### src/rtl/hz_pkg.sv
package hz_pkg;

    typedef enum logic [1:0] {
        FW_RF  = 2'd0,
        FW_MEM = 2'd1,
        FW_WB  = 2'd2,
        FW_RET = 2'd3
    } fwd_sel_t;

    typedef enum logic {
        ST_RUN      = 1'b0,
        ST_REDIRECT = 1'b1
    } br_state_t;

    localparam int unsigned NPROD = 3;

endpackage

### src/rtl/hz_match.sv
module hz_match #(
    parameter int unsigned AW = 5
) (
    input  logic          prod_valid,
    input  logic          prod_wr,
    input  logic [AW-1:0] prod_dest,
    input  logic [AW-1:0] cons_src,
    output logic          hit
);
    localparam logic [AW-1:0] ZERO_REG = '0;

    always_comb begin
        hit = prod_valid && prod_wr && (prod_dest != ZERO_REG) && (prod_dest == cons_src);
    end
endmodule

### src/rtl/hz_fwd_sel.sv
module hz_fwd_sel
    import hz_pkg::*;
#(
    parameter int unsigned AW = 5
) (
    input  logic                     cons_valid,
    input  logic [AW-1:0]            cons_src,
    input  logic [NPROD-1:0]         prod_valid,
    input  logic [NPROD-1:0]         prod_wr,
    input  logic [NPROD-1:0][AW-1:0] prod_dest,
    output fwd_sel_t                 sel
);
    logic [NPROD-1:0] hit;

    for (genvar p = 0; p < NPROD; p++) begin : g_prod
        hz_match #(.AW(AW)) u_match (
            .prod_valid (prod_valid[p]),
            .prod_wr    (prod_wr[p]),
            .prod_dest  (prod_dest[p]),
            .cons_src   (cons_src),
            .hit        (hit[p])
        );
    end

    // index 0 is the youngest producer and wins
    always_comb begin
        if (!cons_valid)  sel = FW_RF;
        else if (hit[0])  sel = FW_MEM;
        else if (hit[1])  sel = FW_WB;
        else if (hit[2])  sel = FW_RET;
        else              sel = FW_RF;
    end
endmodule

### src/rtl/hz_load_use.sv
module hz_load_use #(
    parameter int unsigned AW = 5
) (
    input  logic          rd_valid,
    input  logic [AW-1:0] rd_src1,
    input  logic [AW-1:0] rd_src2,
    input  logic          alu_valid,
    input  logic          alu_load,
    input  logic          alu_wr,
    input  logic [AW-1:0] alu_dest,
    output logic          load_use
);
    logic [1:0]          hit;
    logic [1:0][AW-1:0]  srcs;

    assign srcs[0] = rd_src1;
    assign srcs[1] = rd_src2;

    for (genvar s = 0; s < 2; s++) begin : g_src
        hz_match #(.AW(AW)) u_match (
            .prod_valid (alu_valid && alu_load),
            .prod_wr    (alu_wr),
            .prod_dest  (alu_dest),
            .cons_src   (srcs[s]),
            .hit        (hit[s])
        );
    end

    always_comb begin
        load_use = rd_valid && (|hit);
    end
endmodule

### src/rtl/hz_redirect_fsm.sv
module hz_redirect_fsm
    import hz_pkg::*;
(
    input  logic      clk,
    input  logic      rst_n,
    input  logic      taken_in,
    output br_state_t state,
    output logic      kill,
    output logic      redirect
);
    br_state_t state_nx;

    always_ff @(posedge clk or negedge rst_n) begin
        if (!rst_n) state <= ST_RUN;
        else        state <= state_nx;
    end

    // next state: a taken branch arms one redirect cycle; the cycle after
    // always returns to run because the ALU stage content is being killed
    always_comb begin
        state_nx = state;
        unique case (state)
            ST_RUN:      if (taken_in) state_nx = ST_REDIRECT;
            ST_REDIRECT: state_nx = ST_RUN;
        endcase
    end

    always_comb begin
        kill     = 1'b0;
        redirect = 1'b0;
        unique case (state)
            ST_RUN:      ;
            ST_REDIRECT: begin
                kill     = 1'b1;
                redirect = 1'b1;
            end
        endcase
    end
endmodule

### src/rtl/hz_ctrl.sv
module hz_ctrl
    import hz_pkg::*;
#(
    parameter int unsigned AW = 5
) (
    input  logic          clk,
    input  logic          rst_n,
    input  logic          rd_valid,
    input  logic [AW-1:0] rd_src1,
    input  logic [AW-1:0] rd_src2,
    input  logic          alu_valid,
    input  logic [AW-1:0] alu_src1,
    input  logic [AW-1:0] alu_src2,
    input  logic [AW-1:0] alu_dest,
    input  logic          alu_wr,
    input  logic          alu_load,
    input  logic          alu_branch,
    input  logic          alu_taken,
    input  logic          mem_valid,
    input  logic [AW-1:0] mem_dest,
    input  logic          mem_wr,
    input  logic          wb_valid,
    input  logic [AW-1:0] wb_dest,
    input  logic          wb_wr,
    output logic [1:0]    fwd_a_sel,
    output logic [1:0]    fwd_b_sel,
    output logic          hold_front,
    output logic          bubble_alu,
    output logic          kill_young,
    output logic          pc_redirect
);
    localparam int unsigned NOPS = 2;

    // retired slot: what write-back held one cycle ago
    logic          ret_valid;
    logic          ret_wr;
    logic [AW-1:0] ret_dest;

    always_ff @(posedge clk or negedge rst_n) begin
        if (!rst_n) begin
            ret_valid <= 1'b0;
            ret_wr    <= 1'b0;
            ret_dest  <= '0;
        end else begin
            ret_valid <= wb_valid;
            ret_wr    <= wb_wr;
            ret_dest  <= wb_dest;
        end
    end

    logic [NPROD-1:0]         p_valid;
    logic [NPROD-1:0]         p_wr;
    logic [NPROD-1:0][AW-1:0] p_dest;

    assign p_valid = {ret_valid, wb_valid, mem_valid};
    assign p_wr    = {ret_wr,    wb_wr,    mem_wr};
    assign p_dest  = {ret_dest,  wb_dest,  mem_dest};

    logic [NOPS-1:0][AW-1:0] op_src;
    fwd_sel_t                op_sel [NOPS];

    assign op_src[0] = alu_src1;
    assign op_src[1] = alu_src2;

    for (genvar g = 0; g < NOPS; g++) begin : g_op
        hz_fwd_sel #(.AW(AW)) u_sel (
            .cons_valid (alu_valid),
            .cons_src   (op_src[g]),
            .prod_valid (p_valid),
            .prod_wr    (p_wr),
            .prod_dest  (p_dest),
            .sel        (op_sel[g])
        );
    end

    assign fwd_a_sel = op_sel[0];
    assign fwd_b_sel = op_sel[1];

    logic load_use;

    hz_load_use #(.AW(AW)) u_lu (
        .rd_valid  (rd_valid),
        .rd_src1   (rd_src1),
        .rd_src2   (rd_src2),
        .alu_valid (alu_valid),
        .alu_load  (alu_load),
        .alu_wr    (alu_wr),
        .alu_dest  (alu_dest),
        .load_use  (load_use)
    );

    br_state_t br_state;
    logic      kill_w;
    logic      redir_w;

    hz_redirect_fsm u_fsm (
        .clk      (clk),
        .rst_n    (rst_n),
        .taken_in (alu_valid && alu_branch && alu_taken),
        .state    (br_state),
        .kill     (kill_w),
        .redirect (redir_w)
    );

    // kill outranks the load-use hold
    always_comb begin
        hold_front  = load_use && (br_state == ST_RUN);
        bubble_alu  = hold_front;
        kill_young  = kill_w;
        pc_redirect = redir_w;
    end
endmodule

### config.mk
export PLATFORM = sky130hd
export DESIGN_NAME = hz_ctrl
export DESIGN_NICKNAME = d
export VERILOG_FILES = /design/src/rtl/hz_pkg.sv /design/src/rtl/hz_match.sv /design/src/rtl/hz_fwd_sel.sv /design/src/rtl/hz_load_use.sv /design/src/rtl/hz_redirect_fsm.sv /design/src/rtl/hz_ctrl.sv
export SDC_FILE = /design/constraint.sdc
export NUM_CORES = 1
export LEC_CHECK = 0
export BUFFER_PORTS_ARGS = -buffer_cell sky130_fd_sc_hd__buf_2
export CAP_MARGIN = 40
export CORE_ASPECT_RATIO = 0.75
export CORE_MARGIN = 8
export CORE_UTILIZATION = 43
export DETAILED_ROUTE_END_ITERATION = 8
export PLACE_DENSITY_LB_ADDON = 0.2
export SETUP_SLACK_MARGIN = 0.2
export SLEW_MARGIN = 40
export SYNTH_ARGS = -nofsm -noshare
export SYNTH_HDL_FRONTEND = slang
export SYNTH_HIERARCHICAL = 1
export SYNTH_SLANG_ARGS = --single-unit
### constraint.sdc
create_clock -name clk -period 1.61 [get_ports clk]
set_input_delay 0 -clock clk [delete_from_list [all_inputs] [get_ports clk]]
set_output_delay 0 -clock clk [all_outputs]
set_load 0.01 [all_outputs]
# Word-level counts from Yosys, hierarchy flattened

Index checks and enable logic that the tools add are counted.

Bits in registers: 8
Input bits: 47
Word-level logic and storage cells: 50

Equality and inequality tests: 8
Muxes and demuxes: 11
Bitwise gates (word level): 1
Reductions and logical operators: 26

Operator list:

| kind              | number |
|---|---|
| $eq 5x5->1        | 8 |
| $logic_and 1x1->1 | 21 |
| $reduce_bool 5->1 | 4 |
| $mux 2            | 8 |
| $mux 1            | 2 |
| $pmux 1 s2        | 1 |
| $reduce_or 2->1   | 1 |
| $not 1->1         | 1 |

# Logic depth before layout (Yosys ltp)

Gate-level depths: netlist of the first run.

Depth in word-level cells: 7
Depth in mapped cells: 6
Depth with buffers taken out: 5

# Cells and area by module

Netlist of the first run, hierarchy kept.

By module, submodules not included:

| module          | times used | cells each | area each (um^2) | seq. area each (um^2) |
|---|---|---|---|---|
| hz_match        | 8          | 10         | 76.3             | 0.0 |
| hz_ctrl         | 1          | 10         | 195.2            | 175.2 |
| hz_redirect_fsm | 1          | 4          | 53.8             | 25.0 |
| hz_fwd_sel      | 2          | 4          | 25.0             | 0.0 |
| hz_load_use     | 1          | 2          | 13.8             | 0.0 |

# Least setup slack after synthesis of the first run

No wires, ideal clock.

Path type: reg2out
Start: register ret_dest[0]
End: output port fwd_a_sel[1]
Arrival: 1.232 ns
Data required time: 1.610 ns
Slack: 0.378 ns
Stages on the path, launching flop included: 6
Path buffers: 0
Cells stage by stage: dfrtp_1 xnor2_1 o2111ai_1 nor3b_2 nor2_1 nor3b_1

Longest elaborated chain between the ends: 7
Elaborated cells on any way between the ends: 8
Classes of those cells: 1 x eq/ne; 4 x mux; 3 x reduce/logical

Ends and longest elaborated chain:

| item                           | RTL line         | source |
|---|---|---|
| from (decl)                    | hz_ctrl.sv:37    | `logic [AW-1:0] ret_dest;` |
| from (signal assigned)         | hz_ctrl.sv:47    | `ret_dest <= wb_dest;` |
| $reduce_bool 5->1              | hz_match.sv:13   | `hit = prod_valid && prod_wr && (prod_dest != ZERO_REG) && (prod_dest == cons_src);` |
| $logic_and 1x1->1              | hz_match.sv:13   |  |
| $logic_and 1x1->1 *            | hz_match.sv:13   |  |
| named net g_op[0].u_sel.hit[2] | hz_fwd_sel.sv:13 | `logic [NPROD-1:0] hit;` |
| $mux 2 *                       | hz_fwd_sel.sv:30 | `else if (hit[2]) sel = FW_RET;` |
| $mux 2 *                       | hz_fwd_sel.sv:29 | `else if (hit[1]) sel = FW_WB;` |
| $mux 2 *                       | hz_fwd_sel.sv:28 | `else if (hit[0]) sel = FW_MEM;` |
| $mux 2 *                       | hz_fwd_sel.sv:27 | `if (!cons_valid) sel = FW_RF;` |
| to (decl)                      | hz_ctrl.sv:25    | `output logic [1:0] fwd_a_sel,` |

Mark *: on every way through the listed nets, which the timed path passes. The rest lies on a longest branch.

# Worst setup path in the final report of the first run

Start: register ret_dest[3]
End: output port fwd_a_sel[0]

The elaborated chain is that of the path after synthesis.

==> qor.txt, run 1 <==
Status -> finished with violations
Violated checks -> setup timing
GRT Total Usage -> 0.156
Layout overhead on the synthesized area -> 46.7%
CP required -> 1.61 ns
Die Span X -> 69.5 um
Tightest Hold Check Type -> input pin to async pin
Netlist cell types -> 16
Root Driver -> clkbuf_4
Final setup violation count -> 3
Max Clk Rate -> 595 MHz
# rows -> 14
Layout cell share with drive strength beyond 1 -> 0.455
Max incr delay on CP -> 0.46 ns
Most frequent cell after synthesis -> xnor2_1
Initial antenna violation count -> 0
Worst hold slack -> 0.123 ns
Slew Viols, Final -> 0
First-pass GRT wire length -> 5150 um
Final ANT Viol Nets -> 0
Number of synthesized flops with an enable pin -> 0
Met2 WL -> 1560 um
Hold Fails Final Rpt -> 0
Kind of critical path -> flip-flop to output pin
Diodes inserted -> 0
Wl on met1 -> 1280 um
Max-cap violations -> 0
Number of top-level pins -> 55
Drt first pass iters -> 4
Fin cells -> 191
Clk Latency, worst-skew pair -> 0.25 ns
Synth warn -> 6
Final period utilization -> 1.04
Core area -> 2010 um2
CP max stage cell -> dfrtp_2
Clock-pin slew on the worst setup and hold paths -> 0.05 ns
Largest net degree at the start of global routing -> 9
Ys flop type -> dfrtp_1
GP Congestion -> 0.852
Worst-Margin Slew -> 0.272 ns
Max layer used -> met4
CP Data Arrival Time -> 1.68 ns
RSZ-0062 raised after global routing -> yes
PwrDens -> 468 nW/um2
Vias/cell -> 5.30
CTS tree -> built
Area share of the largest cell type after synthesis -> 0.304
Max clock buf depth -> 2
Wire per inst -> 16.4 um
Combinational share of power -> 0.402
Leakage -> 0.000568 uW
Total congestion overflow -> 0
Fin nets -> 216
Area contributors post-synth -> xnor2_1 30%, dfrtp_1 22%, nor3b_2 11%
Worst-path cell chain -> buf_4 -> nor4_2 -> o21ai_0 -> nor3b_2 -> nor2b_2 -> o21a_1 -> buf_2
WL met3 -> 259 um
CTS HTree Levels -> 1
Starting Density -> 0.458
Final WL -> 3130 um
Max VDD drop -> 0.000339 V
Syn_area_per_cell -> 8.88 um2
Async set-reset flop share out of synthesis -> 1.00
Switching Share -> 0.316
Post-Syn Instances -> 104
Die Span Y -> 56.1 um
Synth Register Bits -> 8
Drt drc -> 0
Seq pwr share -> 0.359
Dpl cell area -> 1200 um2
Synth area leader -> xnor2_1
Setup WS pre-CTS -> 0.209 ns
TritonCTS buffer count -> 3
Post-DP HPWL -> 2540 um
Syn Std Cell Area -> 923 um2
Vias in the first global route -> 1,152
Crit end category -> output pin
DP Cell Count -> 179
Clock group share of total power -> 0.239
Clock Skew -> 0 ns
Sw power -> 201 uW
Total Die Area -> 3900 um2
Post-Syn Nets -> 151
Design Area, Final -> 1360 um2
CP Max Fanout -> 4
Worst slew margin -> 0.817
Final Critical Period -> 1.68 ns
CP startpoint kind -> flip-flop
Setup ws final -> -0.0694 ns
DRT iter0 DRCs -> 29
Port buffer count -> 54
P_int -> 434 uW
Seq/Total Area, Yosys -> 0.217
Via Count -> 1,013
# clock sinks -> 8
R2R Setup Slk -> 0.99 ns
## through the flow
stage	power (uW)	utilization	TNS, ns
after global placement	446	0.596	0
after floorplan	339	-	0
after global routing	681	0.673	-0.536
after detailed placement	455	0.596	0
after CTS	616	0.647	-0.0698
final	635	0.673	-0.133
## worst max-delay path: cells and delay by family, from the launching register on
family,cells,cell delay (ns)
buffers and inverters,2,0.28
DFF,1,0.46
AOI/OAI and AO/OA,2,0.25
and+or+nand+nor,3,0.43
## sequential cells by signal, summed over array words and instances, names as in the netlist
signal       count
ret_dest         5
ret_valid        1
u_fsm/state      1
ret_wr           1
## final cells by class
type                            instances  area (um2)
Inverter                                8        30.0
Tap cell                               24        30.0
Sequential cell                         8         205
Clock buffer                            3        22.5
Multi-Input combinational cell         85         709
Timing Repair Buffer                   63         358
Fill cell                             180         659
## power groups by stage
stage          logic (uW)  registers (uW)  clock network (uW)
5_1_grt               279             229                 173
3_5_place_dp          230             225                   0
2_1_floorplan         115             224                   0
3_3_place_gp          221             225                   0
4_1_cts               245             222                 149
6_report              255             228                 152
## final timing paths
kind	startpoint	depth (start not counted)	end
worst max register to register	u_fsm/state$_DFF_PN0_	1	u_fsm/state$_DFF_PN0_
min in group clk	alu_branch	3	u_fsm/state$_DFF_PN0_
worst min-delay path	rst_n	2	u_fsm/state$_DFF_PN0_
worst max-delay path	ret_dest[3]$_DFF_PN0_	7	fwd_a_sel[0]
worst min register to register	u_fsm/state$_DFF_PN0_	1	u_fsm/state$_DFF_PN0_
max in group asynchronous	rst_n	2	ret_dest[1]$_DFF_PN0_
## kinds of logic after synthesis
kind of cell	count (synthesis)	synth area share
AND/OR/NAND/NOR	34	0.279
XOR/XNOR	32	0.304
AO/OA/AOI/OAI	19	0.144
buffers and inverters	11	0.0569
flip-flops	8	0.217
## routing by layer
| layer | vias to the layer above | GRT usage |
|---|---|---|
| met5 | - | 0 |
| met2 | 41 | 0.266 |
| met1 | 465 | 0.174 |
| met4 | 0 | 0.0612 |
| met3 | 4 | 0.0517 |
| li1 | 503 | - |
## layout by cell type (no fill, tap or decap), types with 2 or more instances in the layout
| cell | n |
|---|---|
| o21a_1 | 3 |
| inv_1 | 8 |
| o2111ai_1 | 8 |
| nor3b_1 | 2 |
| xnor2_1 | 30 |
| nor3b_2 | 8 |
| nand3_1 | 8 |
| clkbuf_4 | 3 |
| dfrtp_1 | 4 |
| nor4_1 | 6 |
| nor2b_1 | 2 |
| dfrtp_2 | 4 |
| dlygate4sd3_1 | 8 |
| nor2_1 | 2 |
| xnor2_2 | 2 |
| buf_2 | 54 |
| o21ai_0 | 7 |
## what timing repair did
item / in CTS / in global routing
resized for setup: 0 / 11
hold endpoints to repair: 15 / 0
setup buffers: 0 / 1
hold buffers: 8 / 0
pin swaps: 7 / 3
setup endpoints to repair: 4 / 4
No activity file was read; power rests on OpenSTA's default activity.
==> run 2, diff against run 1 <==
--- a/config.mk
+++ b/config.mk
@@ -7,9 +7,11 @@
 export LEC_CHECK = 0
 export BUFFER_PORTS_ARGS = -buffer_cell sky130_fd_sc_hd__buf_2
 export CAP_MARGIN = 40
+export CELL_PAD_IN_SITES_DETAIL_PLACEMENT = 0
+export CELL_PAD_IN_SITES_GLOBAL_PLACEMENT = 2
 export CORE_ASPECT_RATIO = 0.75
 export CORE_MARGIN = 8
-export CORE_UTILIZATION = 43
+export CORE_UTILIZATION = 23
 export DETAILED_ROUTE_END_ITERATION = 8
 export PLACE_DENSITY_LB_ADDON = 0.2
 export SETUP_SLACK_MARGIN = 0.2
@@ -18,3 +20,4 @@
 export SYNTH_HDL_FRONTEND = slang
 export SYNTH_HIERARCHICAL = 1
 export SYNTH_SLANG_ARGS = --single-unit
+export TNS_END_PERCENT = 50
==> run 2 against run 1 <==
  * The run still ends with setup timing left
  * Critical endpoint is now fwd_b_sel[0]
  * Clock skew is the same
  * Maximum frequency up 3.5%
  * Sequential power shrank 2%
  * Flip-flop and latch count is the same
  * Sequential share of layout area decreased by 1.3 points
==> qor.txt, run 2 (synthesis gave the netlist of run 1 again) <==
Root Driver -> clkbuf_8
Drt first pass iters -> 4
Most frequent cells in the layout -> 54 x buf_2, 27 x xnor2_1, 8 x inv_1, 8 x nor3b_2, 8 x dlygate4sd3_1
Tightest Hold Check Type -> input pin to async pin
Worst-Margin Slew -> 0.287 ns
CTS HTree Levels -> 1
Leakage -> 0.000610 uW
Initial antenna violation count -> 0
Total congestion overflow -> 0
Layout cell share with drive strength beyond 1 -> 0.476
Total Die Area -> 6320 um2
Clock Skew -> 0 ns
Register-to-Register Path Depth -> 1
Kind of critical path -> flip-flop to output pin
# clock sinks -> 8
PwrDens -> 494 nW/um2
CP startpoint kind -> flip-flop
Max VDD drop -> 0.000230 V
Vias in the first global route -> 1,075
Final Critical Period -> 1.62 ns
Largest net degree at the start of global routing -> 9
GRT Total Usage -> 0.0952
Via Count -> 957
RSZ-0062 raised after global routing -> yes
Biggest register -> ret_dest
First-pass GRT wire length -> 4770 um
Final ANT Viol Nets -> 0
Worst slew margin -> 0.808
GP Congestion -> 0.809
Met2 WL -> 1380 um
# rows -> 20
Violated checks -> setup timing
Crit end category -> output pin
DRT iter0 DRCs -> 9
Drt drc -> 0
Port buffer count -> 54
Max layer used -> met3
WL met3 -> 149 um
Wl on met1 -> 1440 um
Final setup violation count -> 1
Final period utilization -> 1.01
Setup ws final -> -0.0132 ns
Setup WS pre-CTS -> 0.229 ns
Status -> finished with violations
Number of top-level pins -> 55
Max Clk Rate -> 616 MHz
Worst hold slack -> 0.147 ns
Max-cap violations -> 0
CP Data Arrival Time -> 1.62 ns
Number of flip-flops under the largest register name -> 5
Post-DP HPWL -> 2660 um
Clock-pin slew on the worst setup and hold paths -> 0.04 ns
Wire per inst -> 13.3 um
Diodes inserted -> 0
Final WL -> 2970 um
Commonest non-fill, non-tap cell in the layout -> buf_2
Core area -> 3950 um2
Hold Fails Final Rpt -> 0
CP required -> 1.61 ns
Layout overhead on the synthesized area -> 57.7%
Max clock buf depth -> 2
CP Max Fanout -> 3
TritonCTS buffer count -> 3
Die Span Y -> 70.9 um
Slew Viols, Final -> 0
Vias/cell -> 4.29
Starting Density -> 0.234
Die Span X -> 89.2 um
Clk Latency, worst-skew pair -> 0.22 ns
Fin nets -> 217
CTS tree -> built
run 2: per-layer routing:
layer,GRT usage,up-vias
met4,0.0276,0
li1,-,505
met2,0.148,22
met3,0.0208,0
met1,0.127,430
met5,0,-
run 2: area by class of cell:
| cell class | count | area, um2 |
|---|---|---|
| sequential | 8 | 201 |
| fill | 451 | 2500 |
| multi-input combinational | 85 | 742 |
| inverter | 8 | 30.0 |
| tap | 55 | 68.8 |
| clock buffer | 3 | 41.3 |
| timing repair buffer | 64 | 373 |
run 2: worst paths after layout:
path,slack [ns],startpoint,end
max,-0.01,ret_dest[1]$_DFF_PN0_,fwd_b_sel[0]
min,0.15,rst_n,ret_valid$_DFF_PN0_
max reg2reg,1.02,u_fsm/state$_DFF_PN0_,u_fsm/state$_DFF_PN0_
min reg2reg,0.50,u_fsm/state$_DFF_PN0_,u_fsm/state$_DFF_PN0_
max in group asynchronous,1.28,rst_n,ret_dest[0]$_DFF_PN0_
min in group clk,0.15,alu_branch,u_fsm/state$_DFF_PN0_
run 2: timing repair:
| item | 4_1_cts | 5_1_grt |
|---|---|---|
| pin swaps | 7 | 9 |
| hold buffers | 8 | 0 |
| hold endpoints to repair | 15 | 0 |
| setup endpoints to repair | 4 | 4 |
| resized for setup | 5 | 11 |
| setup buffers | 2 | 0 |
run 2: report_power, final:
group / leakage (uW) / internal [uW] / total (uW) / switching (uW)
combinational: 0.000494 / 146 / 268 / 123
sequential: 0.0000941 / 212 / 223 / 10.9
clock: 0.0000216 / 161 / 227 / 66.6
run 2: per-stage QoR:
stage	cell area [um2]	power, uW	utilization	setup TNS (ns)	instances
floorplan	923	339	-	0	104
global placement	1240	454	0.314	0	210
detailed placement	1240	456	0.314	0	210
CTS	1400	714	0.354	0	223
global route	1460	767	0.368	-0.440	223
finish	1460	719	0.368	-0.0132	223
run 2: worst max-delay path: stages, from the launching register on:
cell     delay [ns]
dfrtp_1        0.40
nor4_2         0.27
o21ai_1        0.10
nor3b_4        0.16
nor2b_2        0.15
o21a_1         0.19
buf_2          0.14
==> run 3, diff against run 2 <==
--- a/config.mk
+++ b/config.mk
@@ -5,13 +5,14 @@
 export SDC_FILE = /design/constraint.sdc
 export NUM_CORES = 1
 export LEC_CHECK = 0
+export ABC_AREA = 1
 export BUFFER_PORTS_ARGS = -buffer_cell sky130_fd_sc_hd__buf_2
 export CAP_MARGIN = 40
 export CELL_PAD_IN_SITES_DETAIL_PLACEMENT = 0
 export CELL_PAD_IN_SITES_GLOBAL_PLACEMENT = 2
 export CORE_ASPECT_RATIO = 0.75
 export CORE_MARGIN = 8
-export CORE_UTILIZATION = 23
+export CORE_UTILIZATION = 21
 export DETAILED_ROUTE_END_ITERATION = 8
 export PLACE_DENSITY_LB_ADDON = 0.2
 export SETUP_SLACK_MARGIN = 0.2
==> run 3 against run 2 <==
  * Clock skew unchanged
  * First-iteration DRC count rose to 8.1 times the previous value
  * Clock power up 4%
  * Cell count up 96%
  * Utilization down 7.6 points
  * Worst hold slack worse by 0.061 ns
  * Maximum frequency up 11%
  * The run now ends clean
  * Register-to-register slack better by 0.02 ns
  * Die area up 46%
  * Sequential power about the same
  * Global-route usage up 0.64 points
==> qor.txt, run 3 <==
Status -> finished, final reports clean
Buffers & Inverters on Critical Path -> 1
# rows -> 25
Vias in the first global route -> 1,558
Clock-pin slew on the worst setup and hold paths -> 0.04 ns
Final setup violation count -> 0
Max VDD drop -> 0.000318 V
Largest net degree at the start of global routing -> 9
Setup WS pre-CTS -> 0.298 ns
Seq/Total Area, Yosys -> 0.150
Slew Viols, Final -> 0
Dpl cell area -> 1690 um2
CP Data Arrival Time -> 1.46 ns
Final Critical Period -> 1.46 ns
Total congestion overflow -> 0
PwrDens -> 421 nW/um2
Leakage -> 0.00128 uW
Fin nets -> 404
Setup TNS -> 0 ns
Most frequent cells in the layout -> 116 x nand2_1, 91 x inv_1, 54 x buf_2
Max Clk Rate -> 684 MHz
GRT Total Usage -> 0.102
Crit end category -> output pin
Synth warn -> 6
CP required -> 1.61 ns
CP max stage cell -> dfrtp_2
Hold Fails Final Rpt -> 0
DRT iter0 DRCs -> 73
Via Count -> 1,615
GP Congestion -> 0.771
Tightest Hold Check Type -> input pin to flip-flop
Drt first pass iters -> 4
Number of synthesized flops with an enable pin -> 0
Die Span Y -> 85.1 um
Async set-reset flop share out of synthesis -> 1.00
CP startpoint kind -> flip-flop
Syn_area_per_cell -> 4.57 um2
TritonCTS buffer count -> 3
Area contributors post-synth -> nand2_1 33%, inv_1 26%, dfrtp_1 15%
Synth area leader -> nand2_1
First-pass GRT wire length -> 7470 um
Synth Register Bits -> 8
Number of flip-flops under the largest register name -> 5
Post-Syn Instances -> 293
RSZ-0062 raised after global routing -> yes
Worst-Margin Slew -> 0.249 ns
Max-cap violations -> 0
Root Driver -> clkbuf_8
Clock Skew -> 0 ns
Port buffer count -> 54
Core area -> 6220 um2
Most frequent cell after synthesis -> nand2_1
Worst slew margin -> 0.833
Area share of the largest cell type after synthesis -> 0.325
Initial antenna violation count -> 0
Design Area, Final -> 1820 um2
Kind of critical path -> flip-flop to output pin
# clock sinks -> 8
Core utilization of the finished layout -> 0.292
Setup ws final -> 0.149 ns
Diodes inserted -> 0
Biggest register -> ret_dest
Post-DP HPWL -> 4030 um
Drt drc -> 0
Die Span X -> 108 um
Final ANT Viol Nets -> 0
Syn Std Cell Area -> 1340 um2
Post-Syn Nets -> 340
CP Max Fanout -> 6
Starting Density -> 0.215
Final WL -> 4650 um
CTS tree -> built
Wire per inst -> 10.7 um
CTS HTree Levels -> 1
Fillers -> 752
Total Die Area -> 9210 um2
Commonest cells post-synth -> 116 x nand2_1, 91 x inv_1, 45 x nor2_1
Ys flop type -> dfrtp_1
Layout cell share with drive strength beyond 1 -> 0.192
Post-CTS setup buffers -> 0
Number of top-level pins -> 55
Max clock buf depth -> 2
Vias/cell -> 3.70
Clk Latency, worst-skew pair -> 0.22 ns
Crit-path leading delay family -> simple AND/OR/NAND/NOR gates
Worst-path cell chain -> nand2_1 -> nand2_1 -> nor2_1 -> nand3_1 -> nor2_2 -> nor2_1 -> nor3_2 -> buf_2
Final period utilization -> 0.907
Layout overhead on the synthesized area -> 35.9%
Commonest non-fill, non-tap cell in the layout -> nand2_1
Netlist cell types -> 10
Max incr delay on CP -> 0.43 ns
## run 3: area by class of cell
type                       instances  area (um2)  share of cell area
clock buffer                       3        41.3              0.0227
tap                               81         101              0.0557
sequential                         8         203               0.111
inverter                          91         342               0.188
timing repair buffer              62         350               0.193
multi-input combinational        191         782               0.430
## run 3: cell families after synthesis
family          share of synthesized area
flops                               0.150
compound gates                     0.0430
simple gates                        0.536
buf+inv                             0.272
## run 3: final timing paths
check | to | startpoint | slack, ns | cells after the start
hold reg to reg | u_fsm/state$_DFF_PN0_ | u_fsm/state$_DFF_PN0_ | 0.47 | 1
hold / removal | u_fsm/state$_DFF_PN0_ | alu_taken | 0.09 | 5
min in group asynchronous | u_fsm/state$_DFF_PN0_ | rst_n | 0.15 | 2
setup reg to reg | u_fsm/state$_DFF_PN0_ | u_fsm/state$_DFF_PN0_ | 1.04 | 1
max in group asynchronous | ret_dest[3]$_DFF_PN0_ | rst_n | 1.27 | 2
setup / recovery | fwd_b_sel[1] | ret_dest[3]$_DFF_PN0_ | 0.15 | 8
## run 3: routing by layer
metal	up-vias	track usage	routed length (um)
met3	2	0.0151	240
met4	0	0.0226	11
li1	940	-	-
met1	643	0.149	2480
met5	-	0	0
met2	30	0.149	1910
## run 3: where the power goes
| part | total, uW | leakage [uW] | internal, uW | switching [uW] |
|---|---|---|---|---|
| combinational | 306 | 0.00117 | 125 | 181 |
| sequential | 224 | 0.0000931 | 213 | 12.0 |
| clock | 235 | 0.0000216 | 162 | 73.9 |
## run 3: stage by stage
step           total power (uW)  cells  hold slack (ns)
4_1_cts                     777    436           0.0818
5_1_grt                     838    436           0.0937
2_1_floorplan               379    293           -0.296
3_5_place_dp                519    425           -0.138
3_3_place_gp                521    425           -0.141
6_report                    766    436           0.0853
## run 3: what timing repair did
action                                  CTS  global route
resized for setup                         4             1
endpoints found under the setup margin    4             4
pin swaps                                 2             0
hold buffers                              8             0
hold endpoints to repair                 15             0
